<file path="src/rtl/dbf_pkg.sv">
// Package: shared widths and register offsets for the debounce filter.
package dbf_pkg;
    localparam int          CFG_ADDR_W = 8;
    localparam int          CFG_DATA_W = 32;
    localparam int          DIV_W      = 24;
    localparam logic [7:0]  OFS_ENABLE = 8'h40;
    localparam logic [7:0]  OFS_DIV    = 8'h44;
endpackage

</file>
<file path="src/rtl/dbf_cfg_regs.sv">
// Module: dbf_cfg_regs
// Holds the per-line enable word and the shared divider.
// Assumes writes are single-cycle strobes. A divider write raises
// restart_o in the same cycle, so the tick timer reloads on that edge.
module dbf_cfg_regs #(
    parameter int         NPINS  = 32,
    parameter int         DIV_W  = 24,
    parameter int         ADDR_W = 8,
    parameter int         DATA_W = 32,
    parameter logic [7:0] OFS_EN = 8'h40,
    parameter logic [7:0] OFS_DV = 8'h44
) (
    input  logic              clk,
    input  logic              rst_n,
    input  logic              wr_i,
    input  logic [ADDR_W-1:0] addr_i,
    input  logic [DATA_W-1:0] wdata_i,
    output logic [NPINS-1:0]  en_o,
    output logic [DIV_W-1:0]  div_o,
    output logic              restart_o
);
    logic hit_en;
    logic hit_dv;

    // Decode the two write targets.
    always_comb begin
        hit_en    = wr_i && (addr_i == OFS_EN);
        hit_dv    = wr_i && (addr_i == OFS_DV);
        restart_o = hit_dv;
    end

    // Enable word: cleared by reset, loaded on its own offset only.
    always_ff @(posedge clk) begin
        if (!rst_n)      en_o <= '0;
        else if (hit_en) en_o <= wdata_i[NPINS-1:0];
    end

    // Divider: low DIV_W bits of the write data.
    always_ff @(posedge clk) begin
        if (!rst_n)      div_o <= '0;
        else if (hit_dv) div_o <= wdata_i[DIV_W-1:0];
    end

    a_r9_en_hold: assert property (@(posedge clk) disable iff (!rst_n)
        !hit_en |=> $stable(en_o));
    a_r9_div_hold: assert property (@(posedge clk) disable iff (!rst_n)
        !hit_dv |=> $stable(div_o));
endmodule

</file>
<file path="src/rtl/dbf_tick_gen.sv">
// Module: dbf_tick_gen
// Divides the clock by div_i to make a one-clock sample tick shared by all
// lines. Values 0 and 1 give a tick every clock. restart_i reloads the
// count to zero, and the divider register changes only together with it.
module dbf_tick_gen #(
    parameter int DIV_W = 24
) (
    input  logic             clk,
    input  logic             rst_n,
    input  logic [DIV_W-1:0] div_i,
    input  logic             restart_i,
    output logic             tick_o
);
    logic [DIV_W-1:0] cnt_q;
    logic [DIV_W-1:0] limit;

    // Terminal count: divider minus one, clamped at zero.
    always_comb begin
        limit  = (div_i <= DIV_W'(1)) ? '0 : div_i - DIV_W'(1);
        tick_o = (cnt_q == limit);
    end

    // Count up to the terminal value, then wrap; reload on restart.
    always_ff @(posedge clk) begin
        if (!rst_n || restart_i) cnt_q <= '0;
        else if (tick_o)         cnt_q <= '0;
        else                     cnt_q <= cnt_q + DIV_W'(1);
    end

    a_r3_cnt_bound: assert property (@(posedge clk) disable iff (!rst_n)
        cnt_q <= limit);
    a_r3_gap: assert property (@(posedge clk) disable iff (!rst_n)
        tick_o && !restart_i |=> (tick_o == (limit == '0)));
    a_r5_restart: assert property (@(posedge clk) disable iff (!rst_n)
        restart_i |=> cnt_q == '0);
endmodule

</file>
<file path="src/rtl/dbf_lane.sv">
// Module: dbf_lane
// One line's filter. When enabled, it samples on each tick and moves its
// filtered level only when the sample equals the previous tick's sample.
// When disabled, its state follows the raw input and the output bypasses it.
module dbf_lane (
    input  logic clk,
    input  logic rst_n,
    input  logic en_i,
    input  logic tick_i,
    input  logic raw_i,
    output logic out_o
);
    logic samp_q;
    logic filt_q;

    // Sample and filter state; tracks the raw input while bypassed.
    always_ff @(posedge clk) begin
        if (!rst_n) begin
            samp_q <= 1'b0;
            filt_q <= 1'b0;
        end else if (!en_i) begin
            samp_q <= raw_i;
            filt_q <= raw_i;
        end else if (tick_i) begin
            samp_q <= raw_i;
            if (raw_i == samp_q) filt_q <= raw_i;
        end
    end

    // Output select: filtered level or raw bypass.
    always_comb out_o = en_i ? filt_q : raw_i;

    a_r6_needs_tick: assert property (@(posedge clk) disable iff (!rst_n)
        $past(en_i) && !$stable(filt_q) |-> $past(tick_i));
    a_r6_agree: assert property (@(posedge clk) disable iff (!rst_n)
        $past(en_i && tick_i) && !$stable(filt_q) |-> filt_q == $past(samp_q));
    a_r8_track: assert property (@(posedge clk) disable iff (!rst_n)
        !en_i |=> samp_q == filt_q);
endmodule

</file>
<file path="src/rtl/pin_debounce_filter.sv">
// Module: pin_debounce_filter (top)
// Debounces NPINS inputs with one shared tick and per-line enables.
// Assumes the raw inputs are already synchronous to clk.
module pin_debounce_filter
    import dbf_pkg::*;
#(
    parameter int NPINS = 32
) (
    input  logic                  clk,
    input  logic                  rst_n,
    input  logic                  cfg_wr,
    input  logic [CFG_ADDR_W-1:0] cfg_addr,
    input  logic [CFG_DATA_W-1:0] cfg_wdata,
    input  logic [NPINS-1:0]      pin_raw,
    output logic [NPINS-1:0]      pin_filt
);
    logic [NPINS-1:0] en;
    logic [DIV_W-1:0] div;
    logic             restart;
    logic             tick;

    dbf_cfg_regs #(
        .NPINS(NPINS), .DIV_W(DIV_W), .ADDR_W(CFG_ADDR_W), .DATA_W(CFG_DATA_W),
        .OFS_EN(OFS_ENABLE), .OFS_DV(OFS_DIV)
    ) u_regs (
        .clk(clk), .rst_n(rst_n), .wr_i(cfg_wr), .addr_i(cfg_addr),
        .wdata_i(cfg_wdata), .en_o(en), .div_o(div), .restart_o(restart)
    );

    dbf_tick_gen #(.DIV_W(DIV_W)) u_tick (
        .clk(clk), .rst_n(rst_n), .div_i(div), .restart_i(restart), .tick_o(tick)
    );

    for (genvar i = 0; i < NPINS; i++) begin : g_lane
        dbf_lane u_lane (
            .clk(clk), .rst_n(rst_n), .en_i(en[i]), .tick_i(tick),
            .raw_i(pin_raw[i]), .out_o(pin_filt[i])
        );
    end

    a_r2_bypass_cycle: assert property (@(posedge clk) disable iff (!rst_n)
        $past(cfg_wr && cfg_addr == OFS_ENABLE) |-> en == $past(cfg_wdata[NPINS-1:0]));
endmodule

</file>
<file path="config.mk">
export PLATFORM = sky130hd
export DESIGN_NAME = pin_debounce_filter
export DESIGN_NICKNAME = d
export VERILOG_FILES = /design/src/rtl/dbf_pkg.sv /design/src/rtl/dbf_cfg_regs.sv /design/src/rtl/dbf_tick_gen.sv /design/src/rtl/dbf_lane.sv /design/src/rtl/pin_debounce_filter.sv
export SDC_FILE = /design/constraint.sdc
export NUM_CORES = 1
export LEC_CHECK = 0
export BUFFER_PORTS_ARGS = -buffer_cell sky130_fd_sc_hd__buf_4
export CORE_MARGIN = 5
export CORE_UTILIZATION = 50
export DETAILED_ROUTE_END_ITERATION = 10
export GPL_TIMING_DRIVEN = 0
export PLACE_DENSITY_LB_ADDON = 0.15
export SYNTH_ARGS = -nofsm -noshare
export SYNTH_HDL_FRONTEND = slang
export SYNTH_SLANG_ARGS = --single-unit
export TNS_END_PERCENT = 100
</file>
<file path="constraint.sdc">
create_clock -name clk -period 9.6 [get_ports clk]
set_input_delay 0.96 -clock clk [delete_from_list [all_inputs] [get_ports clk]]
set_output_delay 0.96 -clock clk [all_outputs]
set_load 0.01 [all_outputs]
</file>
Word level (Yosys, flattened, before mapping)
Index checks and enable logic that the tools add are counted.
Widths: inputs -> output; s select.
{"block": "word_totals", "regBits": 144, "inputBits": 75, "out_inout_bits": 32, "elab_cells": 399}
{"block": "op_classes", "add_sub_neg": 2, "order_cmp": 1, "n_eq_ne": 99, "muxes": 193, "reduce_logical": 37}
{"operator": "$mux 1", "n": 192}
{"operator": "$ne 2x1->1 const B", "n": 64}
{"operator": "$reduce_and 2->1", "n": 32}
{"operator": "$eq 1x1->1", "n": 32}
{"operator": "$add 24x1->24 const B", "n": 1}
{"operator": "$eq 24x24->1", "n": 1}
{"operator": "$le 24x1->1 const B", "n": 1}
{"operator": "$mux 24", "n": 1}
{"operator": "$sub 24x1->24 const B", "n": 1}
{"operator": "$eq 8x7->1 const B", "n": 2}
{"operator": "$logic_and 1x1->1", "n": 2}
{"operator": "$reduce_or 2->1", "n": 1}
{"operator": "$logic_not 1->1", "n": 1}
{"operator": "$logic_or 1x1->1", "n": 1}

Longest topological paths before layout
Gate-level depths: netlist of run 1.
{"block": "depth", "word_depth": 5, "mapped_depth": 14, "ltp_nobuf": 11}

Cells and area by module
Synthesis of run 1 repeated with hierarchy kept, for this count alone.
{"block": "unflattened", "hier_cells": 993, "area_unflattened_um2": 8132.8}
{"mod": "dbf_lane", "instances": 32, "cells_each": 14, "area_per_inst_um2": 110.1, "seq_area_each_um2": 40.0}
{"mod": "dbf_tick_gen", "instances": 1, "cells_each": 324, "area_per_inst_um2": 2426.1, "seq_area_each_um2": 480.5}
{"mod": "dbf_cfg_regs", "instances": 1, "cells_each": 221, "area_per_inst_um2": 2183.3, "seq_area_each_um2": 1121.1}

Worst setup path after synthesis of run 1
Ideal clock, no wire load.
{"block": "synth_timing", "path_type": "register to register", "from": "reg u_regs.div_o[0]", "to": "reg g_lane[11].u_lane.samp_q", "arrival_time_ns": 2.950, "t_required_ns": 9.484, "path_slack_ns": 6.534, "stages_incl_launch_ff": 13, "n_path_buf": 2, "synth_period_minus_slack_ns": 3.066, "cell_sequence": "dfxtp_1 inv_1 ha_1 nor3b_2 nand4_1 xor2_1 mux2_1 o32a_1 nor3b_1 nand4_2 buf_6 buf_6 a41o_1"}
{"block": "synth_between", "elab_chain_cells": 4}
{"element": "start, declared", "line_no": "dbf_cfg_regs.sv:19", "source": "output logic [DIV_W-1:0] div_o,"}
{"element": "start signal, assigned", "line_no": "dbf_cfg_regs.sv:41", "source": "else if (hit_dv) div_o <= wdata_i[DIV_W-1:0];"}
{"element": "$sub 24x1->24 / $le 24x1->1 (equally long branches)", "line_no": "dbf_tick_gen.sv:19", "source": "limit = (div_i <= DIV_W'(1)) ? '0 : div_i - DIV_W'(1);"}
{"element": "$mux 24 (*)", "line_no": "dbf_tick_gen.sv:19"}
{"element": "$eq 24x24->1 (*)", "line_no": "dbf_tick_gen.sv:20", "source": "tick_o = (cnt_q == limit);"}
{"element": "$ne 2x1->1 (no line) (*)"}
{"element": "end signal, assigned", "line_no": "dbf_lane.sv:22", "source": "samp_q <= raw_i;"}
{"element": "end signal, assigned", "line_no": "dbf_lane.sv:25", "source": "samp_q <= raw_i;"}
{"element": "end, declared", "line_no": "dbf_lane.sv:13", "source": "logic samp_q;"}
Mark *: on every way between the ends. The rest lies on a longest branch, timed or not.
A chain may end at the register's enable or synchronous reset.

Worst setup path after layout of run 1
{"block": "layout_timing", "from": "reg u_regs.div_o[0]", "to": "reg u_tick.cnt_q[21]"}
{"block": "layout_between", "elab_chain_cells": 4}
{"element": "$sub 24x1->24 / $le 24x1->1 (equally long branches)", "line_no": "dbf_tick_gen.sv:19"}
{"element": "$mux 24 (*)", "line_no": "dbf_tick_gen.sv:19"}
{"element": "$eq 24x24->1 (*)", "line_no": "dbf_tick_gen.sv:20"}
{"element": "$reduce_or 2->1 (no line) (*)"}
{"element": "end signal, assigned", "line_no": "dbf_tick_gen.sv:27", "source": "else cnt_q <= cnt_q + DIV_W'(1);"}
{"element": "end, declared", "line_no": "dbf_tick_gen.sv:14", "source": "logic [DIV_W-1:0] cnt_q;"}
Marked as above.

==> flow_summary.json, run 1 <==
{
  "status": "complete, no violations",
  "routed-wl-met2_um": 10700,
  "yosys_warnings": 0,
  "area_growth_pct": 20.3,
  "numCtsBuffers": 17,
  "via_per_inst": 5.55,
  "antenna_found_initial": 0,
  "holdBufCountCts": 0,
  "grt_start_max_net_pins": 17,
  "antenna_cells_inserted": 0,
  "power_density_nw_per_um2": 167,
  "grt_pass1_vias": 7081,
  "finalMaxSlewViolations": 0,
  "overflow": 0,
  "synth_area_um2": 8210,
  "postCtsSetupBuffers": 0,
  "yosysSeqAreaShare": 0.351,
  "wl_um": 22100,
  "die_w_um": 138,
  "drtAntennaViolNets": 0,
  "max_stage_delay_ns": 0.65,
  "clock_sinks": 144,
  "cp.arrival_ns": 4.31,
  "drv_cap": 0,
  "synth_area_leaders": "dfxtp_1 (35%), nand2_1 (8.2%), mux2i_1 (6.9%)",
  "critPathLaunchType": "flop",
  "relSlewSlack": 0.495,
  "dp_hpwl_um": 16800,
  "place.gp.congestion": 0.892,
  "cts_buffer_depth": 2,
  "finalSetupViolCount": 0,
  "synth_top_cell_by_area": "dfxtp_1",
  "synth_nets": 1076,
  "start_util": 0.513,
  "vias": 7487,
  "path_max_fanout": 10,
  "htree_num_levels": 4,
  "finalNetCount": 1200,
  "finClkSkew_ns": 0.0129,
  "crit_buf_inv": 2,
  "ios": 107,
  "grt_pass1_wl_um": 36100,
  "rsz0062_at_grt": "false",
  "met3_wirelength_um": 1030,
  "ir_worst_vdd_mv": 0.133,
  "path_clk_slew_ns": 0.06,
  "drtPass1Iterations": 7,
  "critPathRequiredTime_ns": 9.90,
  "yosysMostFrequentCell": "nand2_1",
  "async_flop_share": 0,
  "period_minus_slack_ns": 4.00,
  "fmax_ghz": 0.250,
  "port_buffers": 105,
  "path_delay_family": "simple AND/OR/NAND/NOR gates",
  "worst_pin_slew_ns": 0.758,
  "critPathSlowestCell": "nor3b_2",
  "cts_resized": 0,
  "min_path_type": "reg -> reg",
  "tns_ns": 0,
  "wl_per_cell_um": 16.3,
  "yosys_most_used_dff": "dfxtp_1",
  "syn_area_per_cell_um2": 8.23,
  "place_area_um2": 9270,
  "critPathKind": "reg -> reg",
  "cp-end-kind": "flop",
  "cts_tree": "done",
  "synth_edf_count": 0,
  "netlist_top_cells_count": "nand2_1 (180), dfxtp_1 (144), a21oi_1 (61)",
  "drcViolationCount": 0,
  "grt_use_total": 0.230,
  "leakage_uw": 0.00438,
  "synth_seq_cells": 144,
  "ys_types": 65,
  "met1_length_um": 9820,
  "clock_latency_ns": 0.43,
  "finalHoldViolCount": 0,
  "core_area_um2": 16000,
  "num_rows": 46,
  "die-area_um2": 19100,
  "layout-drive-gt1-share": 0.186,
  "drt_iter0_drc": 550,
  "design_area_um2": 9870,
  "die_h_um": 138,
  "highest_layer": "met4",
  "syn_inst": 998,
  "root_buffer": "clkbuf_16",
  "fin_crit_sh": 0.417,
  "synth_top_area_frac": 0.351,
  "cp_cell_sequence": "inv_1 -> ha_1 -> nor3b_2 -> nand4_1 -> xor2_1 -> mux2_1 -> o32a_1 -> nor3b_1 -> nand4_2 -> nand3_1 -> buf_2 -> nor2_1"
}
layout by cell type, fill, tap and decap left out, types with 12 or more instances in the layout:
cell and n:
buf_4 137, nor4_1 15, clkbuf_1 46, a21oi_1 61, a41o_1 32, o21a_1 15, nand3_1 56, nand2_1 180
mux2_2 18, clkbuf_16 17, a21boi_0 33, xnor2_1 17, nand4_1 12, nand2b_1 35, dfxtp_1 144, xor2_1 20
mux2i_1 57, a21o_1 19, nor3b_1 20, nor2b_1 24, nor2_1 53
per-stage QoR:
step                worst slack [ns]  hold WS, ns  total power, uW   util  instances
floorplan                       6.53        0.460              855      -        998
global placement                5.63        0.480              969  0.579       1319
detailed placement              5.65        0.487              972  0.579       1319
CTS                             5.61        0.502             1660  0.617       1350
global route                    5.37        0.529             1720  0.617       1350
finish                          5.60        0.500             1650  0.617       1350
registers in the layout, indices dropped and copies added (netlist names):
| register | flops |
|---|---|
| g_lane.u_lane.filt_q | 32 |
| g_lane.u_lane.samp_q | 32 |
| u_regs.div_o | 24 |
| u_regs.en_o | 32 |
| u_tick.cnt_q | 24 |
metal layers:
metal,global-route usage,vias up
met4,0.0754,0
met2,0.394,180
met1,0.285,3485
met3,0.0531,40
li1,-,3782
met5,0,-
layout make-up:
cell class	count	area (um2)
Fill cell	1507	6130
Multi-Input combinational cell	755	4800
Sequential cell	144	2880
Timing Repair Buffer	105	788
Buffer	89	487
Clock buffer	18	429
Tap cell	216	270
Clock inverter	13	176
Inverter	10	37.5
worst paths after layout:
| kind | end | cells past startpoint | start | slack, ns |
|---|---|---|---|---|
| setup reg to reg | u_tick.cnt_q[21] | 12 | u_regs.div_o[0] | 5.60 |
| hold / removal | g_lane[8].u_lane.samp_q | 1 | g_lane[8].u_lane.samp_q | 0.50 |
| hold reg to reg | g_lane[8].u_lane.samp_q | 1 | g_lane[8].u_lane.samp_q | 0.50 |
| setup / recovery | u_tick.cnt_q[21] | 12 | u_regs.div_o[0] | 5.60 |
worst reg2reg max path, delay by kind of cell (launching register included):
kind | cells | cell delay [ns]
AO/OA/AOI/OAI | 1 | 0.19
XOR/XNOR | 1 | 0.34
adder cells (fa/ha/maj) | 1 | 0.21
buffers and inverters | 2 | 0.42
flip-flops | 1 | 0.39
multiplexers | 1 | 0.36
AND/OR/NAND/NOR | 6 | 1.97
logic make-up (layout without fill, tap and decap cells):
| kind of cell | count (synthesis) | after routing | share of synthesized area |
|---|---|---|---|
| buffers and inverters | 99 | 235 | 0.0639 |
| AOI/OAI and AO/OA | 199 | 199 | 0.173 |
| xor gates and xnor gates | 38 | 38 | 0.0422 |
| DFF | 144 | 144 | 0.351 |
| adders and majority gates | 3 | 3 | 0.00457 |
| muxes | 76 | 76 | 0.0955 |
| and+or+nand+nor | 439 | 439 | 0.270 |
where the power goes:
group | switching (uW) | internal [uW]
combinational | 184 | 135
clock | 276 | 413
sequential | 17.3 | 621
(Power assumes the default switching activity.)
==> run 2, diff against run 1 <==
ABC_AREA = 1   (was not set)
clock period = 3.7 ns   (was 9.6 ns; I/O delays follow)
==> run 2 against run 1 <==
  * Total power rose to 2.7 times the previous value
  * Utilization down 1.1 points
  * Synthesized cell count up 24%
  * Setup slack worse by 4.9 ns
  * Clock-buffer cell count up 4
  * Global-route usage down 0.26 points
  * Sequential share of layout area down 0.32 points
  * Flip-flop and latch count unchanged
  * Combinational power rose to 3.4 times the previous value
  * Clock skew down 0.0033 ns
==> flow_summary.json, run 2 <==
{
  "grt_start_max_net_pins": 17,
  "ys_types": 31,
  "async_flop_share": 0,
  "vias": 7978,
  "final.fill_count": 1574,
  "grt_pass1_wl_um": 35700,
  "pwr-share-seq": 0.369,
  "cp-end-kind": "flop",
  "holdPathEnd": "g_lane[15].u_lane.filt_q",
  "clock_sinks": 144,
  "place.gp.congestion": 0.941,
  "fmax_ghz": 0.333,
  "netlist_top_cells_count": "nand2_1 (269), nor2_1 (168), dfxtp_1 (144)",
  "period_minus_slack_ns": 3.00,
  "layout-drive-gt1-share": 0.176,
  "finalMaxSlewViolations": 0,
  "p_comb_frac": 0.249,
  "tns_ns": 0,
  "dp_hpwl_um": 17000,
  "worst_pin_slew_ns": 0.627,
  "final_common_cell": "nand2_1",
  "syn_inst": 1242,
  "finalNetCount": 1444,
  "critical_path.startpoint": "u_regs.div_o[0]",
  "drv_cap": 0,
  "grt_pass1_vias": 7343,
  "via_per_inst": 4.99,
  "finalHoldViolCount": 0,
  "wl_per_cell_um": 13.8,
  "synth_nets": 1320,
  "finalSetupViolCount": 0,
  "internal_power_uw": 3050,
  "final_cell_mix": "nand2_1 (269), nor2_1 (168), dfxtp_1 (144), buf_4 (140), inv_1 (132)",
  "min_path_cells": 3,
  "area_growth_pct": 19.8,
  "ir_worst_vdd_mv": 0.369,
  "rr_worst_depth": 17,
  "synth_area_leaders": "dfxtp_1 (35%), nand2_1 (12%), nor2_1 (7.6%)",
  "drtAntennaViolNets": 0,
  "root_buffer": "clkbuf_16",
  "place_area_um2": 9400,
  "yosysSeqAreaShare": 0.346,
  "synth_area_um2": 8340,
  "power_density_nw_per_um2": 443,
  "die_w_um": 139,
  "htree_num_levels": 4,
  "yosysMostFrequentCell": "nand2_1",
  "holdBufCountCts": 0,
  "synth_seq_cells": 144,
  "num_rows": 47,
  "wl_um": 22000,
  "synth_top_area_frac": 0.346,
  "rr_startpoint": "u_regs.div_o[0]",
  "fin_crit_sh": 0.811,
  "syn_area_per_cell_um2": 6.71,
  "antenna_found_initial": 0,
  "port_buffers": 105,
  "status": "complete, no violations",
  "die-area_um2": 19400,
  "cp.arrival_ns": 3.29,
  "swShare": 0.309,
  "p_switching_uw": 1370,
  "drtPass1Iterations": 6,
  "rsz0062_at_grt": "false",
  "postCtsSetupBuffers": 0,
  "clock_latency_ns": 0.43,
  "reg2reg_slack_ns": 0.70,
  "critPathKind": "reg -> reg",
  "design_area_um2": 9980,
  "yosys_warnings": 0,
  "start_util": 0.506,
  "cts_buffer_depth": 2,
  "ios": 107,
  "yosys_most_used_dff": "dfxtp_1",
  "drt_iter0_drc": 476,
  "cts_tree": "done",
  "numCtsBuffers": 17,
  "grt_use_total": 0.227,
  "overflow": 0,
  "relSlewSlack": 0.582,
  "top_regs": "g_lane.u_lane.filt_q x32, g_lane.u_lane.samp_q x32, u_regs.en_o x32",
  "synth_edf_count": 0,
  "path_max_fanout": 10,
  "min_path_type": "in -> reg",
  "leakage_uw": 0.00430,
  "drcViolationCount": 0,
  "p_clk_frac": 0.381,
  "timing.rr.end": "u_tick.cnt_q[11]",
  "synth_top_cell_by_area": "dfxtp_1",
  "path_clk_slew_ns": 0.06,
  "critPathRequiredTime_ns": 3.99,
  "core_area_um2": 16500,
  "cts_resized": 0,
  "finClkSkew_ns": 0.00968,
  "antenna_cells_inserted": 0,
  "die_h_um": 139,
  "critPathLaunchType": "flop",
  "worstHoldStart": "pin_raw[15]"
}
run 2: changes by cell type after synthesis, moves of 35 or more:
cell      previous run  this run
a21oi_1             61       101
o21ai_0              9        89
mux2i_1             57         0
nand2_1            180       269
nand2b_1            35         0
nand3_1             56       117
nor2_1              53       168
inv_1               10       132
run 2: power groups by stage:
stage	logic [uW]	registers [uW]	clock network, uW
finish	1100	1630	1690
global placement	1100	1670	0
CTS	1110	1630	1720
detailed placement	1100	1670	0
floorplan	780	1660	0
global route	1200	1640	1780
run 2: final cells by class:
cell class	instances	area, um2	area share
multi-input cells	889	4450	0.446
flip-flops and latches	144	2880	0.289
repair buffers	105	788	0.0790
inverters	134	503	0.0504
plain buffers	75	500	0.0501
clock buffers	22	474	0.0475
well taps	220	275	0.0276
clock inverters	9	109	0.0109
run 2: how the worst max path moves through the flow:
stage / to / depth (start not counted) / slack [ns]
after detailed placement: u_tick.cnt_q[11] / 17 / 0.71
after global placement: u_tick.cnt_q[11] / 17 / 0.72
after CTS: u_tick.cnt_q[11] / 17 / 0.67
after floorplan: g_lane[0].u_lane.filt_q / 19 / 1.36
after global routing: u_tick.cnt_q[11] / 19 / 0.43
final: u_tick.cnt_q[11] / 17 / 0.70
run 2: cell families (layout without fill, tap and decap cells):
group / Yosys count / after routing / synth area share
fa+ha+maj: 3 / 3 / 0.00450
compound gates: 195 / 195 / 0.117
xor+xnor: 39 / 39 / 0.0410
flops: 144 / 144 / 0.346
simple gates: 652 / 652 / 0.371
buf+inv: 209 / 345 / 0.120
run 2: worst max-delay path, cell delays in order (launching register included):
cell and delay, ns:
dfxtp_1 0.32, inv_1 0.14, ha_1 0.29, inv_2 0.04, nand2_1 0.06, nand2_1 0.08
nor2_2 0.17, nand3_4 0.15, buf_2 0.23, nand4_1 0.19, nand2_1 0.07, nor2_1 0.10
nand2_1 0.06, nor2_1 0.15, nand2_1 0.14, nand3_1 0.29, buf_2 0.31, nor3_1 0.07
run 2: layer usage:
metal  track usage  part of all wire  up-vias
li1              -                 -     4232
met1         0.282              0.45     3510
met2         0.390              0.48      192
met3        0.0414             0.046       44
met4        0.0917             0.029        0
met5             0                 0        -
run 2: per-stage QoR:
step                      std cells  worst slack (ns)   util  total power [uW]  hold slack, ns
after floorplan                1242              1.36      -              2440           0.453
after global placement         1567             0.720  0.571              2760           0.478
after detailed placement       1567             0.706  0.571              2770           0.480
after CTS                      1598             0.670  0.606              4460           0.190
after global routing           1598             0.434  0.606              4620           0.200
final                          1598             0.699  0.606              4420           0.198
